===== src/rtl/bterm_pkg.sv =====
package bterm_pkg;
   typedef enum logic {ST_IDLE = 1'b0, ST_BUSY = 1'b1} bterm_st_e;
   localparam int unsigned LINE_ACK = 0;
   localparam int unsigned LINE_ERR = 1;
   localparam int unsigned N_LINES  = 2;
endpackage


===== src/rtl/bterm_sample.sv =====
// Registered copies of the externally driven termination lines.
module bterm_sample #(
   parameter int unsigned N      = 2,
   parameter int unsigned STAGES = 1
) (
   input  logic         clk,
   input  logic         rst_n,
   input  logic [N-1:0] d,
   output logic [N-1:0] q
);
   if (N < 1) begin : g_bad_n
      $error("bterm_sample: N must be at least 1");
   end
   if (STAGES < 1) begin : g_bad_stages
      $error("bterm_sample: STAGES must be at least 1");
   end

   logic [N-1:0] pipe [STAGES];

   for (genvar s = 0; s < STAGES; s++) begin : g_stage
      if (s == 0) begin : g_first
         always_ff @(posedge clk or negedge rst_n) begin
            if (!rst_n) pipe[s] <= '0;
            else        pipe[s] <= d;
         end
      end else begin : g_next
         always_ff @(posedge clk or negedge rst_n) begin
            if (!rst_n) pipe[s] <= '0;
            else        pipe[s] <= pipe[s-1];
         end
      end
   end

   assign q = pipe[STAGES-1];
endmodule


===== src/rtl/bterm_wait.sv =====
// Down-counter for the self-acknowledge wait states.
module bterm_wait #(
   parameter int unsigned W = 4
) (
   input  logic         clk,
   input  logic         rst_n,
   input  logic         load,
   input  logic         run,
   input  logic [W-1:0] init,
   output logic         expired
);
   if (W < 1) begin : g_bad_w
      $error("bterm_wait: W must be at least 1");
   end

   logic [W-1:0] cnt;

   always_ff @(posedge clk or negedge rst_n) begin
      if (!rst_n)                 cnt <= '0;
      else if (load)              cnt <= init;
      else if (run && cnt != '0)  cnt <= cnt - 1'b1;
   end

   assign expired = (cnt == '0);
endmodule


===== src/rtl/bterm_mon.sv =====
// Bus watchdog: counts busy clocks since the cycle start and flags the limit.
module bterm_mon #(
   parameter int unsigned W = 8
) (
   input  logic         clk,
   input  logic         rst_n,
   input  logic         clear,
   input  logic         run,
   input  logic         enable,
   input  logic [W-1:0] limit,
   output logic         fire
);
   localparam logic [W-1:0] CNT_MAX = '1;

   if (W < 2) begin : g_bad_w
      $error("bterm_mon: W must be at least 2");
   end

   logic [W-1:0] cnt;

   always_ff @(posedge clk or negedge rst_n) begin
      if (!rst_n)                     cnt <= '0;
      else if (clear)                 cnt <= '0;
      else if (run && cnt != CNT_MAX) cnt <= cnt + 1'b1;
   end

   assign fire = run && enable && (limit != '0) && (cnt == limit);
endmodule


===== src/rtl/bus_term_ctl.sv =====
module bus_term_ctl
   import bterm_pkg::*;
#(
   parameter int unsigned WS_W = 4,
   parameter int unsigned TO_W = 6,
   parameter int unsigned LAT  = 1
) (
   input  logic            clk,
   input  logic            rst_n,
   input  logic            cyc_start,
   input  logic            cs_hit,
   input  logic [WS_W-1:0] cs_wait,
   input  logic            ext_ack_mode,
   input  logic            bus_grant,
   input  logic            mon_en,
   input  logic [TO_W-1:0] mon_limit,
   input  logic            ack_in,
   input  logic            err_in,
   output logic            ack_out,
   output logic            ack_oe,
   output logic            err_out,
   output logic            err_oe,
   output logic            addr_hold,
   output logic            data_cap,
   output logic            done,
   output logic            fail
);
   if (LAT != 1) begin : g_bad_lat
      $error("bus_term_ctl: termination timing assumes LAT == 1");
   end

   bterm_st_e           st;
   logic                cyc_cs, cyc_ext;
   logic [N_LINES-1:0]  line_d, line_q;
   logic                ack_q, err_q;
   logic                busy, start_ok, int_mode;
   logic                wexp, tmo, err_now, ok_now;
   logic                done_q, fail_q, rel_q;

   assign busy     = (st == ST_BUSY);
   assign start_ok = (st == ST_IDLE) && cyc_start;
   assign int_mode = cyc_cs && !cyc_ext;

   assign line_d[LINE_ACK] = ack_in;
   assign line_d[LINE_ERR] = err_in;

   bterm_sample #(.N(N_LINES), .STAGES(LAT)) u_samp (
      .clk(clk), .rst_n(rst_n), .d(line_d), .q(line_q));

   assign ack_q = line_q[LINE_ACK];
   assign err_q = line_q[LINE_ERR];

   bterm_wait #(.W(WS_W)) u_wait (
      .clk(clk), .rst_n(rst_n), .load(start_ok), .run(busy),
      .init(cs_wait), .expired(wexp));

   bterm_mon #(.W(TO_W)) u_mon (
      .clk(clk), .rst_n(rst_n), .clear(start_ok), .run(busy),
      .enable(mon_en), .limit(mon_limit), .fire(tmo));

   // Error has priority over a same-clock acknowledge.
   assign err_now = busy && (err_q || tmo);
   assign ok_now  = busy && (int_mode ? wexp : ack_q);

   always_ff @(posedge clk or negedge rst_n) begin
      if (!rst_n) begin
         st      <= ST_IDLE;
         cyc_cs  <= 1'b0;
         cyc_ext <= 1'b0;
      end else if (start_ok) begin
         st      <= ST_BUSY;
         cyc_cs  <= cs_hit;
         cyc_ext <= ext_ack_mode;
      end else if (err_now || ok_now) begin
         st      <= ST_IDLE;
      end
   end

   always_ff @(posedge clk or negedge rst_n) begin
      if (!rst_n) begin
         done_q <= 1'b0;
         fail_q <= 1'b0;
         rel_q  <= 1'b0;
      end else begin
         done_q <= ok_now && !err_now;
         fail_q <= err_now;
         rel_q  <= tmo;
      end
   end

   assign ack_oe    = busy ? int_mode : bus_grant;
   assign ack_out   = busy && int_mode && wexp && !err_now;
   assign err_out   = tmo;
   assign err_oe    = tmo || rel_q;
   assign addr_hold = busy;
   assign data_cap  = busy && (!int_mode || ack_out);
   assign done      = done_q;
   assign fail      = fail_q;
endmodule


===== config.mk =====
export PLATFORM = sky130hd
export DESIGN_NAME = bus_term_ctl
export DESIGN_NICKNAME = d
export VERILOG_FILES = /design/src/rtl/bterm_pkg.sv /design/src/rtl/bterm_sample.sv /design/src/rtl/bterm_wait.sv /design/src/rtl/bterm_mon.sv /design/src/rtl/bus_term_ctl.sv
export SDC_FILE = /design/constraint.sdc
export NUM_CORES = 1
export LEC_CHECK = 0
export ABC_AREA = 1
export BUFFER_PORTS_ARGS = -buffer_cell sky130_fd_sc_hd__buf_2
export CAP_MARGIN = 15
export CORE_UTILIZATION = 46
export DETAILED_ROUTE_END_ITERATION = 12
export MAX_ROUTING_LAYER = met4
export PLACE_DENSITY = 0.73
export SKIP_CTS_REPAIR_TIMING = 1
export SYNTH_ARGS = -nofsm -noshare
export SYNTH_HDL_FRONTEND = slang
export SYNTH_SLANG_ARGS = --single-unit

===== constraint.sdc =====
create_clock -name clk -period 1.3 [get_ports clk]
set_clock_uncertainty 0.15 [all_clocks]
set_input_delay 0.13 -clock clk [delete_from_list [all_inputs] [get_ports clk]]
set_output_delay 0.13 -clock clk [all_outputs]
set_load 0.05 [all_outputs]

=== Word-level counts from Yosys, hierarchy flattened ===
Cells that the tools add are included.

* Bits in registers: 18
* Bits of input ports: 19
* Output and inout bits: 8
* Logic and storage cells: 49

* Add/sub/neg operators: 2
* Equal/unequal tests: 2
* Mux-type cells: 8
* Bitwise gates (word level): 1
* Reductions and logical operators: 27

{| class="wikitable"
|+ Operator list
! kind !! number
|-
| $logic_and A1 B1 Y1 || 14
|-
| $mux W6 || 2
|-
| $mux W4 || 2
|-
| $add A6 B1 Y6 const B || 1
|-
| $eq A6 B6 Y1 || 1
|-
| $ne A6 B6 Y1 const B || 1
|-
| $reduce_bool A2 Y1 || 3
|-
| $reduce_bool A6 Y1 || 1
|-
| $logic_not A4 Y1 || 1
|-
| $logic_or A1 B1 Y1 || 4
|-
| $mux W1 || 4
|-
| $reduce_bool A4 Y1 || 1
|-
| $sub A4 B1 Y4 const B || 1
|-
| $logic_not A1 Y1 || 3
|-
| $not A1 Y1 || 1
|}

=== Logic depth before layout (Yosys ltp) ===
Gate-level depths: netlist of run 1.

* Depth in word-level cells: 9
* Mapped depth: 11
* Depth with buffers taken out: 10

=== Hierarchy ===
A second synthesis of run 1 with hierarchy kept.

* Cell total of the unflattened synthesis: 149
* Area total of the unflattened synthesis: 1086.0 sq um

{| class="wikitable"
|+ Modules (own cells, without submodules)
! module !! instances !! cells an instance !! area an instance (sq um) !! seq. area each (sq um)
|-
| bterm_mon || 1 || 70 || 471.7 || 150.1
|-
| bterm_wait || 1 || 46 || 295.3 || 100.1
|-
| bus_term_ctl || 1 || 31 || 269.0 || 150.1
|-
| bterm_sample || 1 || 2 || 50.0 || 50.0
|}

=== Worst setup path after synthesis of run 1 ===
Ideal clock, no wire load.

* Path type: register to output
* From: register st (netlist: addr_hold)
* To: output port data_cap
* Arrival: 2007 ps
* Data required time: 1020 ps
* Setup slack: -987 ps
* Cell stages (with the launch flop): 6
* Cell sequence: dfrtp_1 -> buf_6 -> inv_4 -> nor3_1 -> nand3_1 -> a21oi_1

* Word-level cells in the longest chain between the ends: 9

{| class="wikitable"
|+ RTL lines
! what !! line !! source
|-
| start, declared || bus_term_ctl.sv:32 || <nowiki>bterm_st_e st;</nowiki>
|-
| start signal, assigned || bus_term_ctl.sv:67 || <nowiki>st <= ST_IDLE;</nowiki>
|-
| start signal, assigned || bus_term_ctl.sv:71 || <nowiki>st <= ST_BUSY;</nowiki>
|-
| start signal, assigned || bus_term_ctl.sv:75 || <nowiki>st <= ST_IDLE;</nowiki>
|-
| $logic_and A1 B1 Y1 (3 in a row) || bterm_mon.sv:27 || <nowiki>assign fire = run && enable && (limit != '0) && (cnt == limit);</nowiki>
|-
| $logic_or A1 B1 Y1 || bus_term_ctl.sv:62 || <nowiki>assign err_now = busy && (err_q || tmo);</nowiki>
|-
| $logic_and A1 B1 Y1 || bus_term_ctl.sv:62 ||
|-
| $logic_not A1 Y1 || bus_term_ctl.sv:92 || <nowiki>assign ack_out = busy && int_mode && wexp && !err_now;</nowiki>
|-
| $logic_and A1 B1 Y1 || bus_term_ctl.sv:92 ||
|-
| $logic_or A1 B1 Y1 || bus_term_ctl.sv:96 || <nowiki>assign data_cap = busy && (!int_mode || ack_out);</nowiki>
|-
| $logic_and A1 B1 Y1 (*) || bus_term_ctl.sv:96 ||
|-
| end, declared || bus_term_ctl.sv:24 || <nowiki>output logic data_cap,</nowiki>
|}

Every way passes the cells marked *; elsewhere a longest branch is shown, timed or not.

=== Final worst setup path of run 1 ===
* From: register u_wait.cnt[1]
* To: output port data_cap

* Word-level cells in the longest chain between the ends: 5

{| class="wikitable"
|+ RTL lines
! what !! line !! source
|-
| start, declared || bterm_wait.sv:16 || <nowiki>logic [W-1:0] cnt;</nowiki>
|-
| start signal, assigned || bterm_wait.sv:20 || <nowiki>else if (load) cnt <= init;</nowiki>
|-
| start signal, assigned || bterm_wait.sv:21 || <nowiki>else if (run && cnt != '0) cnt <= cnt - 1'b1;</nowiki>
|-
| $logic_not A4 Y1 || bterm_wait.sv:24 || <nowiki>assign expired = (cnt == '0);</nowiki>
|-
| $logic_and A1 B1 Y1 (2 in a row) || bus_term_ctl.sv:92 ||
|-
| $logic_or A1 B1 Y1 || bus_term_ctl.sv:96 ||
|-
| $logic_and A1 B1 Y1 || bus_term_ctl.sv:96 ||
|}

Every way passes these cells.

==> results of run 1 <==
==> sequential cells by signal, summed over array words and instances, names as in the netlist <==
name / cells
u_mon.cnt: 6
u_wait.cnt: 4
u_samp.q: 2
addr_hold: 1
cyc_cs: 1
cyc_ext: 1
done: 1
fail: 1
rel_q: 1
==> path summary, 6_finish.rpt <==
path	start	endpoint
worst max-delay path	u_wait.cnt[1]	data_cap
worst min register to register	u_samp.q[1]	addr_hold
worst min-delay path	cs_wait[0]	u_wait.cnt[0]
max in group asynchronous	rst_n	addr_hold
min in group asynchronous	rst_n	rel_q
worst max register to register	u_mon.cnt[0]	u_mon.cnt[0]
==> cell type report <==
type,count,area (sq um),share of cell area
Clock buffer,4,26.28,0.01373
Inverter,25,112.6,0.05886
Multi-Input combinational cell,89,698.2,0.3649
Sequential cell,18,451.7,0.2361
Tap cell,28,35.03,0.01831
Timing Repair Buffer,72,589.3,0.3080
==> worst register-to-register path, delay by kind of cell (launching register included) <==
kind / cells / cell delay (ns)
AND/OR/NAND/NOR: 3 / 0.26
AO/OA/AOI/OAI: 2 / 0.30
buffers and inverters: 3 / 0.28
adder cells (fa/ha/maj): 1 / 0.14
flip-flops: 1 / 0.38
==> synthesized netlist by cell type, drive strengths merged <==
cell | n | share of area
xnor2 | 2 | 0.016
o22ai | 4 | 0.023
or2 | 1 | 0.0058
a21oi | 2 | 0.013
xor2 | 4 | 0.033
nor2 | 11 | 0.041
ha | 3 | 0.035
nand2 | 35 | 0.14
o211ai | 1 | 0.0070
nand4 | 2 | 0.018
inv | 23 | 0.085
nand3 | 11 | 0.056
buf | 2 | 0.021
o21ai | 11 | 0.062
clkinv | 2 | 0.0082
dfrtp | 18 | 0.42
a22oi | 1 | 0.0070
nor3 | 1 | 0.0047
==> per-layer routing <==
layer  global-route usage  vias up  wire length (um)
met5                    -        -                 0
met4              0.07619        0                43
met3              0.02727        6                74
met2               0.4244       26              1980
met1               0.2218      593              1200
li1                     -      571                 -
==> cell families after synthesis <==
| logic type | count (synthesis) | synth area share |
|---|---|---|
| simple gates | 61 | 0.2696 |
| flops | 18 | 0.4201 |
| buf+inv | 27 | 0.1143 |
| fa+ha+maj | 3 | 0.03501 |
| compound gates | 19 | 0.1120 |
| xor+xnor | 6 | 0.04901 |
==> where the power goes <==
group	switching, mW	internal, mW	total (mW)
clock	0.178	0.119	0.298
sequential	0.114	0.708	0.823
combinational	0.976	0.920	1.90
total	1.27	1.75	3.02
==> stage by stage <==
step / hold slack [ns] / power, mW
3_3_place_gp: -0.06994 / 2.083
4_1_cts: -0.3956 / 2.429
6_report: 0.08508 / 3.017
3_5_place_dp: -0.07014 / 2.128
5_1_grt: 0.09212 / 3.203
2_1_floorplan: -0.3156 / 1.631
==> metrics.md, run 1 <==
| Metric | Value |
|---|---|
| Syn Area/Cell | `8.002 sq um` |
| Skew-Pair Late Insertion Delay | `0.30 ns` |
| DRC | `0` |
| Area Growth Syn to Fin | `78.41%` |
| WP buf/inv | `2` |
| Dpl ws | `-0.3948 ns` |
| Dpl cell area | `1481 sq um` |
| Vias in the first global route | `1031` |
| Final HPWL DP | `1942 um` |
| FMAX | `540.1 MHz` |
| Worst Hold Depth | `5` |
| Delay of the slowest cell on the worst path | `0.41 ns` |
| CP Data Arrival Time | `1.57 ns` |
| Worst r2r path cells | `9` |
| Core Rows | `17` |
| Slew HR | `0.7244` |
| Final instance area | `1913 sq um` |
| Placeable Area | `2212 sq um` |
| Ports | `27` |
| Via Count | `1196` |
| Utilization after layout | `0.8648` |
| Critical path launch point type | `flip-flop` |
| CP top delay family | `flip-flops` |
| Post-route ant nets | `0` |
| CTS Buffer Depth | `2` |
| Grt ovf | `0` |
| Least-Margin Pin Slew | `0.4134 ns` |
| Post-Syn Nets | `156` |
| GPL Wtd Cong | `0.7746` |
| Setup violators final | `21` |
| Hold Crit Class | `in -> reg` |
| # clock sinks | `18` |
| WS Path Type | `reg -> out` |
| #FFs+latches synth | `18` |
| Critical path depth in cells | `7` |
| Sequential area share after synthesis | `0.4201` |
| WL/cell | `13.97 um` |
| Initial drt markers | `20` |
| Crit Path Max Fanout | `2` |
| Tmin final | `1.852 ns` |
| Die Wd | `50.28 um` |
| H-tree levels | `1` |
| WL final | `3298 um` |
| Pwr/cell area | `1577 nW/um^2` |
| Mapped Cells | `134` |
| Nets | `231` |
| Distinct cells, synth | `29` |
| CTS buffer count | `3` |
| Ys Warns | `0` |
| Commonest cells after routing, fill and taps aside | `buf_4, nand2_1, buf_2` |
| Final worst-path cycle share | `1.424` |
| First-pass GRT wire length | `4022 um` |
| Most common cell after layout, fill and taps aside | `buf_4` |
| Failing checks | `negative setup slack` |
| Worst-path cell chain | `inv_2 > ha_4 > nand2_4 > nor3_4 > nand3_2 > a21oi_4 > buf_6` |
| ANT cells | `0` |
| Worst vdd ir | `0.001225 V` |
| Fin. max-slew vios | `0` |
| Synth Cell Area | `1072 sq um` |
| Overall Global Routing Usage | `0.2194` |
| Number of max-cap violations | `0` |
| Root buffer cell | `clkbuf_4` |
| Share of cells above drive strength 1 | `0.5625` |
| Initial antenna violation count | `0` |
| Worst setup EP type | `primary output` |
| Largest net degree at the start of global routing | `19` |
| DR vias/cell | `5.068` |
| CTS tree | `done` |
| R2R Setup Slk | `-0.28 ns` |
| Critical Path RT | `1.02 ns` |
| TritonRoute pass-1 iters | `4` |
| Initial core utilization | `0.4847` |
| Final worst slack | `-0.5515 ns` |
| Post-placement cell count | `214` |
| Static leakage | `0.9819 nW` |
| Status | `finished with violations` |
| Die area | `2528 sq um` |
| RSZ-0062 raised after global routing | `yes` |
| Fill cells | `110` |
| Hold Violations, Final | `0` |
| Die Height | `50.28 um` |
| Slowest cell on crit path | `dfrtp_1` |
| Final TNS setup | `-5.338 ns` |
| PortBufs | `26` |
| Clock Pin Slew Worst Setup and Hold Paths | `0.11 ns` |
| Finished Layout Cells | `236` |
Power figures use the tool's default switching activity.
==> run 2, diff against run 1 <==
- CELL_PAD_IN_SITES_DETAIL_PLACEMENT: not set -> 0
- CELL_PAD_IN_SITES_GLOBAL_PLACEMENT: not set -> 1
- CORE_UTILIZATION: 46 -> 34
- PLACE_DENSITY: 0.73 -> not set
- PLACE_DENSITY_LB_ADDON: not set -> 0.1
==> metrics.md, run 2 (synthesis results as in run 1) <==
| Metric | Value |
|---|---|
| Status | `finished with violations` |
| Failing checks | `negative setup slack` |
| FF/Latch Area | `451.7 sq um (unchanged)` |
| Die Wd | `58.16 um (+16%)` |
| Fin Hold WS | `0.01289 ns (-0.07220 ns)` |
| Ports | `27 (unchanged)` |
| Final TNS setup | `-4.079 ns (+1.260 ns)` |
| Met1 Usage GRT | `0.1871 (-0.03473)` |
| Max FFs per register | `6 (unchanged)` |
| Placeable Area | `3028 sq um (+37%)` |
| Slowest cell on crit path | `dfrtp_1` |
| CP Data Arrival Time | `1.53 ns (-0.04 ns)` |
| Die Height | `58.16 um (+16%)` |
| Worst-path cell chain | `inv_2 > ha_4 > nand2_4 > nor3_4 > nand3_2 > a21oi_4 > buf_6` |
| Fill cells | `272 (+150%)` |
| GRT met2 Usage | `0.2545 (-0.1699)` |
| Tmin final | `1.810 ns (-0.04126 ns)` |
| Critical path launch point type | `flip-flop` |
| WL/cell | `9.865 um (-29%)` |
| Dpl ws | `-0.4057 ns (-0.01087 ns)` |
| Vias in the first global route | `909 (-12%)` |
| Initial core utilization | `0.3541 (-0.1306)` |
| DRC | `0 (unchanged)` |
| Area Growth Syn to Fin | `68.26%` |
| FMAX | `552.4 MHz (+2.3%)` |
| Slew HR | `0.7274 (+0.003061)` |
| WL final | `2407 um (-27%)` |
| Hold_sp | `cs_wait[2]` |
| Fin. max-slew vios | `0 (unchanged)` |
| Post-placement cell count | `228 (+6.5%)` |
| CTS tree | `done` |
| CTS Buffer Depth | `2 (unchanged)` |
| Largest net degree at the start of global routing | `19 (unchanged)` |
| Share of cells above drive strength 1 | `0.4950 (-0.06750)` |
| Post-route ant nets | `0 (unchanged)` |
| GPL Wtd Cong | `0.8028 (+3.6%)` |
| Final worst slack | `-0.5102 ns (+0.04126 ns)` |
| TritonRoute pass-1 iters | `4 (unchanged)` |
| Critical path startpoint | `u_wait.cnt[0]` |
| First-pass GRT wire length | `3767 um (-6.3%)` |
| Root buffer cell | `clkbuf_4` |
| H-tree levels | `1 (unchanged)` |
| Initial drt markers | `25 (+25%)` |
| PortBufs | `26 (unchanged)` |
| Initial antenna violation count | `0 (unchanged)` |
| Clock Pin Slew Worst Setup and Hold Paths | `0.11 ns (about the same)` |
| CP top delay family | `flip-flops` |
| ANT cells | `0 (unchanged)` |
| Worst setup EP type | `primary output` |
| WS Path Type | `reg -> out` |
| DR vias/cell | `4.340 (-14%)` |
| Busiest grt layer | `met2` |
| Setup violators final | `19 (-9.5%)` |
| Critical Path RT | `1.02 ns (about the same)` |
| Overall Global Routing Usage | `0.1484 (-0.07102)` |
| Multi-input logic area | `626.9 sq um (-10%)` |
| CTS buffer count | `3 (unchanged)` |
| Hold Violations, Final | `0 (unchanged)` |
| RSZ-0062 raised after global routing | `yes` |
| Worst reg2reg startpoint | `u_mon.cnt[1]` |
| Pwr/cell area | `1532 nW/um^2 (-2.8%)` |
| Skew-Pair Late Insertion Delay | `0.28 ns (-0.02 ns)` |
| Grt ovf | `0 (unchanged)` |
| Nets | `223 (-3.5%)` |
| WP buf/inv | `2 (unchanged)` |
| Via Count | `1059 (-11%)` |
| Delay of the slowest cell on the worst path | `0.40 ns (about the same)` |
| Largest Register | `u_mon.cnt` |
| Crit Path Max Fanout | `3 (+1)` |
| Commonest cells after routing, fill and taps aside | `nand2_1, buf_4, buf_2` |
| Static leakage | `0.9355 nW (-4.7%)` |
| Core Rows | `20 (+3)` |
| Met3 global-route usage | `0.02009 (-0.007183)` |
| Finished Layout Cells | `244 (+3.4%)` |
| Die area | `3383 sq um (+34%)` |
| Worst vdd ir | `0.0009953 V (-19%)` |
| Most common cell after layout, fill and taps aside | `nand2_1` |
| Least-Margin Pin Slew | `0.4089 ns (-0.004591 ns)` |
| Number of max-cap violations | `0 (unchanged)` |
| Final worst-path cycle share | `1.392 (-0.03174)` |
| # clock sinks | `18 (unchanged)` |
| Hold Crit Class | `in -> reg` |
| Final HPWL DP | `1731 um (-11%)` |
run 2: changes by cell type in the layout (fill, tap and decap cells not counted), sizes merged:
| cell | previous run | this run |
|---|---|---|
| buf | 64 | 57 |
| dlygate4sd3 | 8 | 7 |
run 2: final cells by class:
cell class | instances | share of cell area
well taps | 44 | 0.03051
flip-flops and latches | 18 | 0.2503
multi-input cells | 89 | 0.3474
clock buffers | 4 | 0.02011
repair buffers | 64 | 0.2906
inverters | 25 | 0.06103
run 2: through the flow:
stage	cell area, sq um	total power [mW]	utilization
after global routing	1804	2.966	0.5959
after global placement	1499	2.096	0.4950
after detailed placement	1499	2.120	0.4950
final	1804	2.764	0.5959
after CTS	1535	2.467	0.5070
after floorplan	1129	1.631	-
run 2: final timing paths:
check	end	slack [ns]	depth (start not counted)
worst max-delay path	data_cap	-0.51	7
worst min-delay path	u_wait.cnt[2]	0.01	3
worst max register to register	u_mon.cnt[1]	-0.21	7
worst min register to register	cyc_ext	0.35	2
max in group asynchronous	addr_hold	0.54	2
min in group asynchronous	rel_q	0.15	2
run 2: per-layer routing:
metal	vias up	wire length (um)
met1	487	1045
met3	2	51
met2	13	1292
met5	-	0
met4	0	18
li1	557	-
run 2: worst reg2reg max path, stage by stage, from the launching register on:
cell,delay (ns)
dfrtp_1,0.39
buf_4,0.15
ha_4,0.15
nand4_4,0.09
o21ai_4,0.23
nand2_4,0.11
nand3_1,0.08
nand2_1,0.05
run 2: report_power, final:
part / leakage (nW) / switching [mW] / internal, mW / total (mW)
combinational: 0.688 / 0.835 / 0.792 / 1.63
sequential: 0.226 / 0.0857 / 0.708 / 0.794
clock: 0.0210 / 0.173 / 0.170 / 0.343
